## src/rtl/wsched_pkg.sv

```systemverilog
package wsched_pkg;
  localparam int MaxIdxW = 8;

  typedef struct packed {
    logic               issue;
    logic               loadIssue;
    logic [MaxIdxW-1:0] idx;
  } issue_strobe_t;
endpackage

```

## src/rtl/wsched_ctrl.sv

```systemverilog
module wsched_ctrl
  import wsched_pkg::*;
#(
  parameter int NumWarps = 16,
  localparam int IdxW = $clog2(NumWarps)
) (
  input  logic                clk,
  input  logic                rstN,
  input  logic [NumWarps-1:0] eligible,
  input  logic [NumWarps-1:0] nextIsLoad,
  output issue_strobe_t       strobe
);
  logic [IdxW-1:0] lastPtr;
  logic [IdxW-1:0] pickIdx;
  logic            pickFound;

  // Round-robin scan beginning one past the last issued warp
  always_comb begin
    pickFound = 1'b0;
    pickIdx   = '0;
    for (int k = 0; k < NumWarps; k++) begin
      int c;
      c = int'(lastPtr) + 1 + k;
      if (c >= NumWarps) c = c - NumWarps;
      if (!pickFound && eligible[c]) begin
        pickFound = 1'b1;
        pickIdx   = IdxW'(c);
      end
    end
  end

  always_comb begin
    strobe           = '0;
    strobe.issue     = pickFound;
    strobe.loadIssue = pickFound && nextIsLoad[pickIdx];
    strobe.idx       = MaxIdxW'(pickIdx);
  end

  always_ff @(posedge clk) begin
    if (!rstN) lastPtr <= IdxW'(NumWarps - 1);
    else if (pickFound) lastPtr <= pickIdx;
  end

  // the issued warp is one the datapath marked eligible
  a_r2_pick_eligible: assert property (@(posedge clk) disable iff (!rstN)
    strobe.issue |-> eligible[strobe.idx[IdxW-1:0]]);

  // no eligible warp means no issue
  a_r6_idle_when_none: assert property (@(posedge clk) disable iff (!rstN)
    (eligible == '0) |-> (!strobe.issue && strobe.idx == '0));
endmodule

```

## src/rtl/wsched_dp.sv

```systemverilog
module wsched_dp
  import wsched_pkg::*;
#(
  parameter int NumWarps = 16,
  parameter int CntMax   = 4,
  localparam int IdxW = $clog2(NumWarps),
  localparam int CntW = $clog2(CntMax + 1)
) (
  input  logic                clk,
  input  logic                rstN,
  input  logic [NumWarps-1:0] warpValid,
  input  logic [NumWarps-1:0] loadReturn,
  input  issue_strobe_t       strobe,
  output logic [NumWarps-1:0] eligible
);
  for (genvar i = 0; i < NumWarps; i++) begin : g_warp
    logic [CntW-1:0] pendCnt;
    logic            incHit;
    logic            decHit;

    assign incHit = strobe.loadIssue && (strobe.idx[IdxW-1:0] == IdxW'(i))
                    && (pendCnt != CntW'(CntMax));
    assign decHit = loadReturn[i] && (pendCnt != '0);

    always_ff @(posedge clk) begin
      if (!rstN) pendCnt <= '0;
      else if (incHit && !decHit) pendCnt <= pendCnt + 1'b1;
      else if (decHit && !incHit) pendCnt <= pendCnt - 1'b1;
    end

    assign eligible[i] = warpValid[i] && (pendCnt == '0) && !loadReturn[i];

    // a load issue parks the warp from the next cycle
    a_r3_park_after_load: assert property (@(posedge clk) disable iff (!rstN)
      (strobe.loadIssue && strobe.idx[IdxW-1:0] == IdxW'(i)) |=> (pendCnt != '0));

    // a non-load issue leaves the counter empty
    a_r4_nonload_free: assert property (@(posedge clk) disable iff (!rstN)
      (strobe.issue && !strobe.loadIssue && strobe.idx[IdxW-1:0] == IdxW'(i))
      |=> (pendCnt == '0));

    // a return with nothing outstanding does not wrap the counter
    a_r7_no_underflow: assert property (@(posedge clk) disable iff (!rstN)
      (pendCnt == '0 && loadReturn[i]) |=> (pendCnt == '0));
  end
endmodule

```

## src/rtl/wsched_top.sv

```systemverilog
module wsched_top
  import wsched_pkg::*;
#(
  parameter int NumWarps = 16,
  parameter int CntMax   = 4,
  localparam int IdxW = $clog2(NumWarps)
) (
  input  logic                clk,
  input  logic                rstN,
  input  logic [NumWarps-1:0] warpValid,
  input  logic [NumWarps-1:0] nextIsLoad,
  input  logic [NumWarps-1:0] loadReturn,
  output logic                issueValid,
  output logic [IdxW-1:0]     issueWarp
);
  issue_strobe_t       strobe;
  logic [NumWarps-1:0] eligible;

  wsched_ctrl #(.NumWarps(NumWarps)) u_ctrl (
    .clk(clk), .rstN(rstN), .eligible(eligible),
    .nextIsLoad(nextIsLoad), .strobe(strobe)
  );

  wsched_dp #(.NumWarps(NumWarps), .CntMax(CntMax)) u_dp (
    .clk(clk), .rstN(rstN), .warpValid(warpValid),
    .loadReturn(loadReturn), .strobe(strobe), .eligible(eligible)
  );

  assign issueValid = strobe.issue;
  assign issueWarp  = strobe.idx[IdxW-1:0];
endmodule

```

## config.mk

```make
export PLATFORM = sky130hd
export DESIGN_NAME = wsched_top
export DESIGN_NICKNAME = d
export VERILOG_FILES = /design/src/rtl/wsched_pkg.sv /design/src/rtl/wsched_ctrl.sv /design/src/rtl/wsched_dp.sv /design/src/rtl/wsched_top.sv
export SDC_FILE = /design/constraint.sdc
export NUM_CORES = 1
export LEC_CHECK = 0
export CAP_MARGIN = 40
export CORE_MARGIN = 1
export CORE_UTILIZATION = 45
export CTS_CLUSTER_SIZE = 12
export DETAILED_ROUTE_END_ITERATION = 12
export SETUP_SLACK_MARGIN = 0.5
export SLEW_MARGIN = 20
export SYNTH_ARGS = -nofsm -noshare
export SYNTH_HDL_FRONTEND = slang
export SYNTH_HIERARCHICAL = 1
export SYNTH_SLANG_ARGS = --single-unit
```

## constraint.sdc

```tcl
create_clock -name clk -period 7.1 [get_ports clk]
set_clock_uncertainty 0.2 [all_clocks]
set_input_delay 1.065 -clock clk [delete_from_list [all_inputs] [get_ports clk]]
set_output_delay 1.065 -clock clk [all_outputs]
set_load 0.005 [all_outputs]
```

==> impl_metrics.csv <==
group,metric,value,unit
worst_setup_path,cp_top_family,"simple AND/OR/NAND/NOR gates",
global_route,grt_pass1_wl,30800,um
timing,setup-violations-final,0,
clock_tree,clock_latency,310,ps
worst_setup_path,crit_type,"in -> reg",
global_route,grtUsageMet2,50.1,%
worst_setup_path,rr_endpoint,"u_dp/g_warp[8].pendCnt[2]",
logic_synthesis,syn_nets,746,
global_route,grt_util_all_layers,28.0,%
worst_setup_path,reg2reg_slack,720,ps
clock_tree,cts_tree,"done",
global_route,use_met1,33.8,%
timing,drv_slew,0,
detailed_routing,drt_iter0_drc,326,
floorplan,ios,55,
final_layout,syn_to_final_growth,46.3,%
worst_setup_path,slowest_stage,"mux4_2",
worst_setup_path,rr_startpoint,"u_ctrl/lastPtr[0]",
global_route,grt.busiest_layer,"met2",
run,cap_violations,0,
timing,hold_ws,321,ps
final_layout,drive_above_1_share,43.3,%
timing,rsz0062_at_grt,"yes",
floorplan,start_util,47.0,%
detailed_routing,drtPass1Iterations,4,
global_route,grt_max_degree,53,
worst_setup_path,worstPathMaxFanout,4,
detailed_routing,wl_per_cell,18.6,um
worst_setup_path,reg2regPathDepth,30,
detailed_routing,drc,0,
worst_setup_path,slowest_delay,520,ps
logic_synthesis,synth_warnings,6,
worst_setup_path,critical_path_arrival,6510,ps
floorplan,die_w,118,um
logic_synthesis,netlist_area,0.00603,mm2
clock_tree,htree_levels,2,
worst_hold_path,hp-class,"reg -> reg",
worst_setup_path,end_kind,"flip-flop",
worst_hold_path,min_from,"u_dp/g_warp[13].pendCnt[2]",
logic_synthesis,syn-instance-count,662,
final_layout,diodes,0,
timing,period_share,91.2,%
timing,min_period,6470,ps
detailed_routing,drt_wl_total,19600,um
worst_hold_path,hold_path_depth,2,
logic_synthesis,synth_area_per_cell,9.10,um2
worst_hold_path,hold_end,"u_dp/g_warp[13].pendCnt[2]",
worst_setup_path,crit_required,7140,ps
floorplan,core-area,0.0128,mm2
status,status,"completed",
clock_tree,clkTransAtPathRegs,80,ps
placement,portBuffers,54,
placement,dpl.hpwl,15100,um
global_route,antenna_found_initial,0,
clock_tree,cts_made_buffers,5,
global_route,grt.overflow.total,0,
floorplan,rows,41,
global_route,grt_pass1_vias,6033,
timing,fmax,0.154,GHz
clock_tree,cts_hold_buffers,0,
timing,worst_pin_slew,691,ps
clock_tree,cts_max_path_buffers,2,
detailed_routing,dr_total_vias,6026,
timing,hold_viol_final,0,
floorplan,dieArea,0.0139,mm2
final_layout,nFillCells,1047,
floorplan,die-height,118,um
global_route,grtUsageMet3,3.97,%
timing,maxSlewHeadroom,53.9,%
detailed_routing,ant_nets,0,
final_layout,final_nets,968,
worst_setup_path,worst_setup_path_start_kind,"input port",
clock_tree,cts.sinks,52,
worst_setup_path,worst-path-buf-inv,8,
detailed_routing,vias_per_cell,5.70,
placement,finalWeightedCongestion,0.976,
clock_tree,cts-root-buf,"clkbuf_16",
-- flip-flops by register name, summed over array words and instances, names as in the netlist --
signal               flops
u_dp/g_warp.pendCnt     48
u_ctrl/lastPtr           4
-- stage by stage --
stage / utilization [%] / std cells / setup WS (ps) / TNS (ps) / area (um2)
floorplan: - / 662 / 525 / 0 / 6030
global placement: 60.7 / 1022 / -429 / -5650 / 7780
detailed placement: 60.7 / 1022 / -535 / -8690 / 7780
CTS: 66.2 / 1042 / 504 / 0 / 8490
global route: 68.7 / 1057 / 475 / 0 / 8820
finish: 68.7 / 1057 / 626 / 0 / 8820
-- final cells by class --
cell class                      count  area [um2]  area share, %
Multi-Input combinational cell    558        5320           60.3
Timing Repair Buffer              240        1980           22.5
Sequential cell                    52        1040           11.8
Tap cell                          172         215           2.44
Clock buffer                        5         125           1.42
Inverter                           27         105           1.19
Clock inverter                      3        27.5          0.312
-- placed cells by master, fill, tap and decap left out, drive strengths merged, types with 3 or more instances in the layout --
master and n:
a2bb2oi 4, nand4 3, mux4 17, a31oi 7, fa 16, mux2 14
o21a 3, nand2 50, o211ai 3, o21bai 3, a2111oi 11, a21boi 17
clkbuf 23, nor2 44, nand3b 6, nor4 4, a21oi 22, and2 21
clkdlybuf4s50 22, xnor2 26, dlymetal6s2s 12, o22ai 4, nand3 12, nand2b 9
or3 35, dfxtp 52, o21ai 31, nor3b 18, buf 186, ha 18
nor2b 19, mux2i 53, xor2 17, a211o 5, inv 27, nor3 13
a211oi 15
-- per-layer routing --
metal | wire length (um) | vias up
met3 | 876 | 41
met5 | 0 | -
met4 | 643 | 0
met2 | 9890 | 141
li1 | - | 2912
met1 | 8200 | 2932
-- worst register-to-register path: cells and delay by family, from the launching register on --
family                   cells  cell delay (ps)
AO/OA/AOI/OAI                8             1720
AND/OR/NAND/NOR              8             1450
buffers and inverters        9             1150
adder cells (fa/ha/maj)      3              860
multiplexers                 1              440
flip-flops                   1              350
XOR/XNOR                     1              150
-- worst max-delay path by stage --
stage	startpoint	to	slack (ps)	cells after the start
after global routing	warpValid[9]	u_dp/g_warp[8].pendCnt[2]	480	28
final	warpValid[9]	u_dp/g_warp[8].pendCnt[2]	630	26
after floorplan	loadReturn[9]	u_dp/g_warp[3].pendCnt[2]	520	22
after detailed placement	warpValid[3]	u_dp/g_warp[5].pendCnt[2]	-530	25
after global placement	warpValid[3]	u_dp/g_warp[9].pendCnt[2]	-430	25
after CTS	warpValid[7]	u_dp/g_warp[8].pendCnt[2]	500	26
-- what timing repair did --
action / CTS / global route
cloned: 0 / 0
setup endpoints to repair: 49 / 17
buffers inserted: 12 / 14
gates resized for setup: 137 / 112
pin swaps: 43 / 50
endpoints found under the hold margin: 0 / 0
Power is left out: the tool's default activity adds up to more than one toggle a clock period on the data nets, which glitch-free logic cannot reach.
